$ cat src/rtl/rdimm_mrs_pkg.sv
package rdimm_mrs_pkg;

    typedef enum logic [1:0] {
        CMD_NONE = 2'd0,
        CMD_RCW  = 2'd1,
        CMD_MRS  = 2'd2
    } cmd_kind_e;

    // Step order is behavioural: it is the issue order on the bus.
    typedef enum logic [2:0] {
        STEP_INV_OFF  = 3'd0,
        STEP_SLOW_ON  = 3'd1,
        STEP_MODE     = 3'd2,
        STEP_SLOW_OFF = 3'd3,
        STEP_INV_ON   = 3'd4
    } step_e;

    typedef enum logic [1:0] {
        ST_IDLE,
        ST_ISSUE,
        ST_GAP,
        ST_DONE
    } seq_state_e;

    localparam int NUM_STEPS   = 5;
    localparam int MIN_GAP     = 8;
    localparam int WORD_INV    = 0;
    localparam int WORD_TIMING = 2;

endpackage

$ cat src/rtl/mrs_step_pick.sv
module mrs_step_pick
    import rdimm_mrs_pkg::*;
(
    input  logic  rdimm,
    input  logic  skip_inv,
    input  logic  skip_timing,
    input  step_e cur,
    output step_e first_step,
    output step_e next_step,
    output logic  has_next
);

    logic [NUM_STEPS-1:0] mask;

    for (genvar g = 0; g < NUM_STEPS; g++) begin : g_mask
        if (g == int'(STEP_MODE)) begin : g_mode
            assign mask[g] = 1'b1;
        end else if (g == int'(STEP_INV_OFF) || g == int'(STEP_INV_ON)) begin : g_inv
            assign mask[g] = rdimm & ~skip_inv;
        end else begin : g_tim
            assign mask[g] = rdimm & ~skip_timing;
        end
    end

    always_comb begin
        first_step = STEP_MODE;
        next_step  = STEP_MODE;
        has_next   = 1'b0;
        for (int i = NUM_STEPS - 1; i >= 0; i--) begin
            if (mask[i]) begin
                first_step = step_e'(3'(i));
            end
            if (mask[i] && (i > int'(cur))) begin
                next_step = step_e'(3'(i));
                has_next  = 1'b1;
            end
        end
    end

endmodule

$ cat src/rtl/mrs_gap_timer.sv
module mrs_gap_timer
    import rdimm_mrs_pkg::*;
#(
    parameter int GAP_W = 5
) (
    input  logic             clk,
    input  logic             rst_n,
    input  logic             load,
    input  logic             tick,
    input  logic [GAP_W-1:0] gap,
    output logic             expired
);

    logic [GAP_W-1:0] eff_gap;
    logic [GAP_W-1:0] cnt_q;

    // An issue cycle plus (eff_gap - 1) wait cycles spans eff_gap clocks.
    always_comb begin
        eff_gap = (gap < GAP_W'(MIN_GAP)) ? GAP_W'(MIN_GAP) : gap;
    end

    always_ff @(posedge clk or negedge rst_n) begin
        if (!rst_n) begin
            cnt_q <= '0;
        end else if (load) begin
            cnt_q <= eff_gap - GAP_W'(2);
        end else if (tick && cnt_q != '0) begin
            cnt_q <= cnt_q - GAP_W'(1);
        end
    end

    assign expired = (cnt_q == '0);

endmodule

$ cat src/rtl/mrs_cmd_enc.sv
module mrs_cmd_enc
    import rdimm_mrs_pkg::*;
#(
    parameter int ADDR_W = 14,
    parameter int BANK_W = 3,
    parameter int DATA_W = 4
) (
    input  logic              active,
    input  step_e             step,
    input  logic [ADDR_W-1:0] mrs_addr,
    input  logic [BANK_W-1:0] mrs_bank,
    output cmd_kind_e         kind,
    output logic [ADDR_W-1:0] addr,
    output logic [DATA_W-1:0] data
);

    always_comb begin
        kind = CMD_NONE;
        addr = '0;
        data = '0;
        if (active) begin
            unique case (step)
                STEP_INV_OFF: begin
                    kind = CMD_RCW;
                    addr = ADDR_W'(WORD_INV);
                    data = DATA_W'(1);
                end
                STEP_SLOW_ON: begin
                    kind = CMD_RCW;
                    addr = ADDR_W'(WORD_TIMING);
                    data = DATA_W'(1);
                end
                STEP_MODE: begin
                    kind = CMD_MRS;
                    addr = mrs_addr;
                    data = DATA_W'(mrs_bank);
                end
                STEP_SLOW_OFF: begin
                    kind = CMD_RCW;
                    addr = ADDR_W'(WORD_TIMING);
                    data = '0;
                end
                STEP_INV_ON: begin
                    kind = CMD_RCW;
                    addr = ADDR_W'(WORD_INV);
                    data = '0;
                end
                default: begin
                    kind = CMD_NONE;
                end
            endcase
        end
    end

endmodule

$ cat src/rtl/rdimm_mrs_wrap.sv
module rdimm_mrs_wrap
    import rdimm_mrs_pkg::*;
#(
    parameter int ADDR_W = 14,
    parameter int BANK_W = 3,
    parameter int DATA_W = 4,
    parameter int GAP_W  = 5
) (
    input  logic              clk,
    input  logic              rst_n,
    input  logic              req_valid,
    output logic              req_ready,
    input  logic [ADDR_W-1:0] req_addr,
    input  logic [BANK_W-1:0] req_bank,
    input  logic              cfg_rdimm,
    input  logic              cfg_skip_inv,
    input  logic              cfg_skip_timing,
    input  logic [GAP_W-1:0]  cfg_gap,
    output logic              cmd_valid,
    output logic [1:0]        cmd_type,
    output logic [ADDR_W-1:0] cmd_addr,
    output logic [DATA_W-1:0] cmd_data,
    output logic              seq_done
);

    seq_state_e state_q, state_d;

    logic              accept;
    logic              idle;
    logic [ADDR_W-1:0] lat_addr;
    logic [BANK_W-1:0] lat_bank;
    logic              lat_rdimm, lat_skip_inv, lat_skip_tim;
    logic [GAP_W-1:0]  lat_gap;
    step_e             cur_step;

    logic              pk_rdimm, pk_skip_inv, pk_skip_tim;
    step_e             first_step, next_step;
    logic              has_next;
    logic              gap_expired;
    cmd_kind_e         enc_kind;

    assign idle   = (state_q == ST_IDLE);
    assign accept = req_valid && idle;

    // While idle the picker looks at the live config; afterwards at the copy.
    assign pk_rdimm    = idle ? cfg_rdimm       : lat_rdimm;
    assign pk_skip_inv = idle ? cfg_skip_inv    : lat_skip_inv;
    assign pk_skip_tim = idle ? cfg_skip_timing : lat_skip_tim;

    mrs_step_pick u_pick (
        .rdimm       (pk_rdimm),
        .skip_inv    (pk_skip_inv),
        .skip_timing (pk_skip_tim),
        .cur         (cur_step),
        .first_step  (first_step),
        .next_step   (next_step),
        .has_next    (has_next)
    );

    mrs_gap_timer #(.GAP_W(GAP_W)) u_timer (
        .clk     (clk),
        .rst_n   (rst_n),
        .load    ((state_q == ST_ISSUE) && has_next),
        .tick    (state_q == ST_GAP),
        .gap     (lat_gap),
        .expired (gap_expired)
    );

    mrs_cmd_enc #(.ADDR_W(ADDR_W), .BANK_W(BANK_W), .DATA_W(DATA_W)) u_enc (
        .active   (state_q == ST_ISSUE),
        .step     (cur_step),
        .mrs_addr (lat_addr),
        .mrs_bank (lat_bank),
        .kind     (enc_kind),
        .addr     (cmd_addr),
        .data     (cmd_data)
    );

    // Next-state logic
    always_comb begin
        state_d = state_q;
        unique case (state_q)
            ST_IDLE:  if (accept) state_d = ST_ISSUE;
            ST_ISSUE: state_d = has_next ? ST_GAP : ST_DONE;
            ST_GAP:   if (gap_expired) state_d = ST_ISSUE;
            ST_DONE:  state_d = ST_IDLE;
            default:  state_d = ST_IDLE;
        endcase
    end

    // State register
    always_ff @(posedge clk or negedge rst_n) begin
        if (!rst_n) begin
            state_q <= ST_IDLE;
        end else begin
            state_q <= state_d;
        end
    end

    // Request capture and step tracking
    always_ff @(posedge clk or negedge rst_n) begin
        if (!rst_n) begin
            lat_addr     <= '0;
            lat_bank     <= '0;
            lat_rdimm    <= 1'b0;
            lat_skip_inv <= 1'b0;
            lat_skip_tim <= 1'b0;
            lat_gap      <= '0;
            cur_step     <= STEP_MODE;
        end else if (accept) begin
            lat_addr     <= req_addr;
            lat_bank     <= req_bank;
            lat_rdimm    <= cfg_rdimm;
            lat_skip_inv <= cfg_skip_inv;
            lat_skip_tim <= cfg_skip_timing;
            lat_gap      <= cfg_gap;
            cur_step     <= first_step;
        end else if (state_q == ST_ISSUE && has_next) begin
            cur_step     <= next_step;
        end
    end

    // Outputs
    always_comb begin
        req_ready = 1'b0;
        cmd_valid = 1'b0;
        seq_done  = 1'b0;
        unique case (state_q)
            ST_IDLE:  req_ready = 1'b1;
            ST_ISSUE: cmd_valid = 1'b1;
            ST_GAP:   ;
            ST_DONE:  seq_done  = 1'b1;
            default:  ;
        endcase
        cmd_type = enc_kind;
    end

endmodule

$ cat config.mk
export PLATFORM = sky130hd
export DESIGN_NAME = rdimm_mrs_wrap
export DESIGN_NICKNAME = d
export VERILOG_FILES = /design/src/rtl/rdimm_mrs_pkg.sv /design/src/rtl/mrs_step_pick.sv /design/src/rtl/mrs_gap_timer.sv /design/src/rtl/mrs_cmd_enc.sv /design/src/rtl/rdimm_mrs_wrap.sv
export SDC_FILE = /design/constraint.sdc
export NUM_CORES = 1
export LEC_CHECK = 0
export ABC_CLOCK_PERIOD_IN_PS = 1700
export CAP_MARGIN = 20
export CORE_MARGIN = 2
export CORE_UTILIZATION = 43
export DETAILED_ROUTE_END_ITERATION = 8
export HOLD_SLACK_MARGIN = 0.12
export PLACE_DENSITY = 0.83
export SYNTH_ARGS = -nofsm -noshare
export SYNTH_HDL_FRONTEND = slang
export SYNTH_SLANG_ARGS = --single-unit
$ cat constraint.sdc
create_clock -name clk -period 1.7 [get_ports clk]
set_input_delay 0.17 -clock clk [delete_from_list [all_inputs] [get_ports clk]]
set_output_delay 0.17 -clock clk [all_outputs]
set_load 0.01 [all_outputs]
# After elaboration in Yosys (flattened, before gate mapping)
# Cells that the tools add are included.
# W data, S select, Z words.
# totals
word_cells,76
output_inout_bits,23
reg_bits,35
# classes
mux,31
n_lt_le_gt_ge,5
eq_ne,9
n_addsub,2
n_reduce_logical,16
n_bitwise,4
# ops
op,n
$pmux W14 S2,1
$mux W3,6
$mux W5,3
$mux W14,1
$mux W1,11
$mux W2,5
$pmux W2 S4,1
$eq A3 B2 Y1 const B,2
$gt A2 B3 Y1 const A,2
$logic_and A1 B1 Y1,6
$pmux W3 S2,1
$logic_not A5 Y1,1
$lt A5 B4 Y1 const B,1
$reduce_bool A5 Y1,1
$sub A5 B1 Y5 const B,1
$sub A5 B2 Y5 const B,1
$eq A2 B2 Y1 const B,2
$mux W4,1
$ne A2 B2 Y1 const B,2
$pmux W2 S2,1
$reduce_bool A2 Y1,2
$reduce_or A2 Y1,2
$reduce_or A4 Y1,1
$eq A3 B1 Y1 const B,1
other kinds (9),11

# Logic depth before layout (Yosys ltp)
# depth
ltp_word,12
depth_mapped,7
ltp_nobuf,7

# Modules after synthesis
# Synthesis repeated with hierarchy kept, for this count alone.
# unflattened
cells_unflattened,158
hier_area_um2,1950.6
# modules_own_cells
mod,seq_area_each_um2,cells_per_inst,n_inst,area_each_um2
rdimm_mrs_wrap,752.0,81,1,1347.5
mrs_gap_timer,125.1,36,1,336.6
mrs_cmd_enc,0.0,26,1,175.2
mrs_step_pick,0.0,15,1,91.3

# Worst setup path before layout
# Ideal clock, no wire load.
# synth_path
path_type,reg2reg
startpoint,register state_q[0]
endpoint,register cur_step[1]
arrival_ns,1.708
stages_incl_launch_ff,7
period_less_slack_ns,1.790
slack_ns,-0.090
n_path_buf,0
path_cell_list,dfrtp_1 -> or2_4 -> clkinv_2 -> o21ai_2 -> a211o_2 -> a21oi_2 -> mux2_4
# synth_between
elab_chain_len,11
elab_cells_between_ends,27
# synth_lines
item,line_no,source
from (decl),rdimm_mrs_wrap.sv:26,"seq_state_e state_q, state_d;"
from (signal assigned),rdimm_mrs_wrap.sv:96,state_q <= state_d;
$logic_not A2 Y1,rdimm_mrs_wrap.sv:42,assign idle = (state_q == ST_IDLE);
$mux W1,rdimm_mrs_wrap.sv:47,assign pk_skip_inv = idle ? cfg_skip_inv : lat_skip_inv;
$not A1 Y1,mrs_step_pick.sv:19,assign mask[g] = rdimm & ~skip_inv;
$and A1 B1 Y1,mrs_step_pick.sv:19,
$logic_and A1 B1 Y1,mrs_step_pick.sv:33,if (mask[i] && (i > int'(cur))) begin
$mux W3 or $mux W1 (tied branches) (4 in a row),mrs_step_pick.sv:33,
$mux W3 or $logic_and A1 B1 Y1 (tied branches),rdimm_mrs_wrap.sv:118,end else if (state_q == ST_ISSUE && has_next) begin
$mux W3 or $reduce_bool A2 Y1 (tied branches),--,
to (signal assigned),rdimm_mrs_wrap.sv:117,cur_step <= first_step;
to (signal assigned),rdimm_mrs_wrap.sv:119,cur_step <= next_step;
to (decl),rdimm_mrs_wrap.sv:34,step_e cur_step;
# Several ways; a longest one is shown, not always the timed one. The select of a mux whose other input is x is not followed.
# A chain may end at the register's enable or synchronous reset.

# Worst setup path after layout
# Ends and elaborated chain as after synthesis.

==> parameters.txt <==
Parameter                              Value

Power
  Peak supply drop    1010 µV
  Leakage power    1.43 nW
  Total power per unit cell area    1840 nW/µm²

Finish
  Non-Filler Instances    341
  Fill cell count    274
  Commonest cells after routing, fill and taps aside    sky130_fd_sc_hd__nand2_1, sky130_fd_sc_hd__dfrtp_1, sky130_fd_sc_hd__clkdlybuf4s50_1
  Proportion of layout cells with a drive suffix above 1    37.1%
  Area growth from synthesis to layout    55.9%
  Most common cell after layout, fill and taps aside    sky130_fd_sc_hd__nand2_1
  Nets    321
  Number of antenna cells inserted    0

Route
  Max layer used    met4
  Number of remaining DRC errors    0
  Detailed route wirelength on metal3    366 µm
  Met1 WL    2210 µm
  Wire per inst    15.6 µm
  Final routed wirelength across all metal layers    5330 µm
  Routed vias    1774
  Met2 wire len    2630 µm
  Iteration-0 DRC Markers    67
  Via-per-instance ratio    5.20
  Post-DRT Antenna Nets    0
  Number of optimization iterations in the first detailed-route pass    4

Global routing
  Vias in the first global route    1828
  Pin count of the biggest net entering global routing    36
  Global-route usage over all layers    21.7%
  Initial antenna violation count    0
  GRT overflow    0
  Wire length of the first global-routing pass    8360 µm

Synthesis
  Average instance area after synthesis    8.81 µm²
  YS warnings    0
  Most used flip-flop cell after synthesis    sky130_fd_sc_hd__dfrtp_1
  Summed instance area of the synthesized netlist    1830 µm²
  Library cells used by synthesis    49
  Post-synthesis sequential area ratio    47.9%
  Number of enable-type register cells in the synthesized netlist    0
  Flop and latch count out of synthesis    35
  Net count of the mapped netlist    239
  Proportion of register bits with asynchronous set or reset after synthesis    100%
  Cells after Synth    208

Clock tree
  Number of CTS-inserted buffers    5
  TritonCTS clock tree    done
  CTS Root Buffer Type    sky130_fd_sc_hd__clkbuf_8
  CTS Hold Buffers Added    0
  Clock network latency to the later pin of the worst-skew pair    290 ps
  Clock sinks    35
  Clock Pin Slew Worst Setup and Hold Paths    70 ps
  Maximum clock path buffer count    2
  Maximum level of the CTS H-tree    2

STA
  Final Hold Violating Endpoints    0
  Final-report max-slew violation count    0
  Achievable Freq    0.524 GHz
  Setup violations, final    18
  Unrepaired setup endpoints after global routing    yes
  Tmin final    1910 ps
  Portion of the clock cycle consumed by the worst path in the final layout    112%
  Max Clock Skew    6.09 ps
  Minimum hold slack    297 ps
  Final Worst Setup Slack    -210 ps

Die
  Height of the chip    69.3 µm
  I/O pin cnt    51
  Area of the die    4800 µm²
  Initial Utilization    45.1%
  Floorplan core area    4060 µm²
  Die width    69.3 µm
  Num rows    23

Placement
  Routability congestion estimate from global placement    0.831
  Detailed Place HPWL    3180 µm
  IO buf count    49
  Setup slack after placement    -257 ps
  DP Cell Count    319

Run
  Max Cap Violations    0

Worst hold path
  HP Class    in -> async

Outcome
  Result of the run    finished, violations left
  Violations in the final reports    setup timing

Critical path
  Delay of the slowest cell on the worst path    510 ps
  CP Capture Type    flop
  R2R Path End    cur_step[1]
  Worst setup SP type    flop
  Critical-path maximum fanout    4
  Standard cell with the maximum stage delay on the critical path    sky130_fd_sc_hd__or4b_4
  Data arrival at the endpoint of the critical path    2130 ps
  Required @ worst endpoint    1920 ps
  R2R setup slack    -210 ps
  Cell chain of the critical path    buf_6 > or4b_4 > a21bo_4 > nor2_2 > o211a_1 > mux2_4
  Worst reg2reg path startpoint    state_q[0]
  Worst reg-to-reg path cell count    6
  Critical setup path kind    reg -> reg
-- worst max-delay path by stage --
stage,start,end,cells after the start
floorplan,state_q[1],cur_step[1],5
global placement,cfg_skip_inv,cur_step[1],5
detailed placement,cfg_rdimm,u_timer.cnt_q[4],7
CTS,state_q[1],cur_step[1],7
global route,state_q[0],cur_step[1],6
finish,state_q[0],cur_step[1],6
-- power by group --
part,internal (W),switching [W]
logic,0.00158,0.00151
registers,0.00124,0.000344
clock network,0.000288,0.000302
total,0.00310,0.00216
-- kinds of logic (layout without fill, tap and decap cells) --
logic type               after synthesis  in the layout  share of synthesized area [%]
buffers and inverters                 15             97                           3.41
XOR/XNOR                               4              4                           1.91
multiplexers                           5              5                           3.28
other                                  1              1                          0.205
AND/OR/NAND/NOR                      121            122                           31.6
flip-flops                            35             35                           47.9
adder cells (fa/ha/maj)                3              3                           2.05
AO/OA/AOI/OAI                         24             24                           9.63
-- registers in the layout (all words and copies together), names as in the netlist --
| signal | flops |
|---|---|
| cur_step | 3 |
| lat_addr | 14 |
| lat_bank | 3 |
| lat_gap | 5 |
| lat_rdimm | 1 |
| lat_skip_inv | 1 |
| lat_skip_tim | 1 |
| state_q | 2 |
| u_timer.cnt_q | 5 |
-- synth_stat cells, types with 2 or more instances --
library cell | count | area share [%]
sky130_fd_sc_hd__nand2_1 | 80 | 16
sky130_fd_sc_hd__dfrtp_1 | 34 | 46
sky130_fd_sc_hd__and3_1 | 15 | 5.1
sky130_fd_sc_hd__inv_1 | 6 | 1.2
sky130_fd_sc_hd__nor2_1 | 6 | 1.2
sky130_fd_sc_hd__a21oi_1 | 5 | 1.4
sky130_fd_sc_hd__o21ai_0 | 4 | 1.1
sky130_fd_sc_hd__buf_1 | 3 | 0.61
sky130_fd_sc_hd__clkbuf_1 | 3 | 0.61
sky130_fd_sc_hd__ha_1 | 3 | 2.0
sky130_fd_sc_hd__mux2i_1 | 3 | 1.6
sky130_fd_sc_hd__a211oi_1 | 2 | 0.82
sky130_fd_sc_hd__mux2_4 | 2 | 1.6
sky130_fd_sc_hd__nand2b_1 | 2 | 0.68
sky130_fd_sc_hd__nor3_1 | 2 | 0.55
sky130_fd_sc_hd__or2_2 | 2 | 0.68
sky130_fd_sc_hd__or4b_1 | 2 | 1.1
sky130_fd_sc_hd__xnor2_1 | 2 | 0.96
sky130_fd_sc_hd__xor2_1 | 2 | 0.96
-- critical path, delay by kind of cell (launching register included) --
| family | cells | cell delay [ps] |
|---|---|---|
| compound gates | 2 | 480 |
| flops | 1 | 410 |
| mux | 1 | 270 |
| simple gates | 2 | 550 |
| buf+inv | 1 | 130 |
-- final cells by class --
cell class	instances	area [µm²]	area share [%]
clock buffers	7	76.3	2.67
flip-flops and latches	35	880	30.8
inverters	7	31.3	1.10
well taps	50	62.6	2.19
clock inverters	1	5.00	0.175
multi-input cells	159	1060	37.2
repair buffers	82	737	25.8
-- what timing repair did --
action	CTS	global route
endpoints found under the setup margin	50	51
pin swaps	10	18
cloned	2	0
resized for setup	97	47
setup buffers	9	4
-- routing by layer --
metal / GRT usage, % / up-vias
li1: - / 849
met1: 26.3 / 846
met2: 36.8 / 64
met3: 5.23 / 15
met4: 8.93 / 0
met5: 0 / -
-- per-stage QoR --
stage	instance area (µm²)	util, %	setup TNS [ps]	power (W)
CTS	2720	67.1	-1470	0.00485
floorplan	1860	-	-62.5	0.00296
finish	2860	70.4	-1570	0.00526
detailed placement	2530	62.3	-4870	0.00395
global placement	2530	62.3	-4490	0.00386
global route	2860	70.4	-2450	0.00560
(Power assumes the default switching activity.)
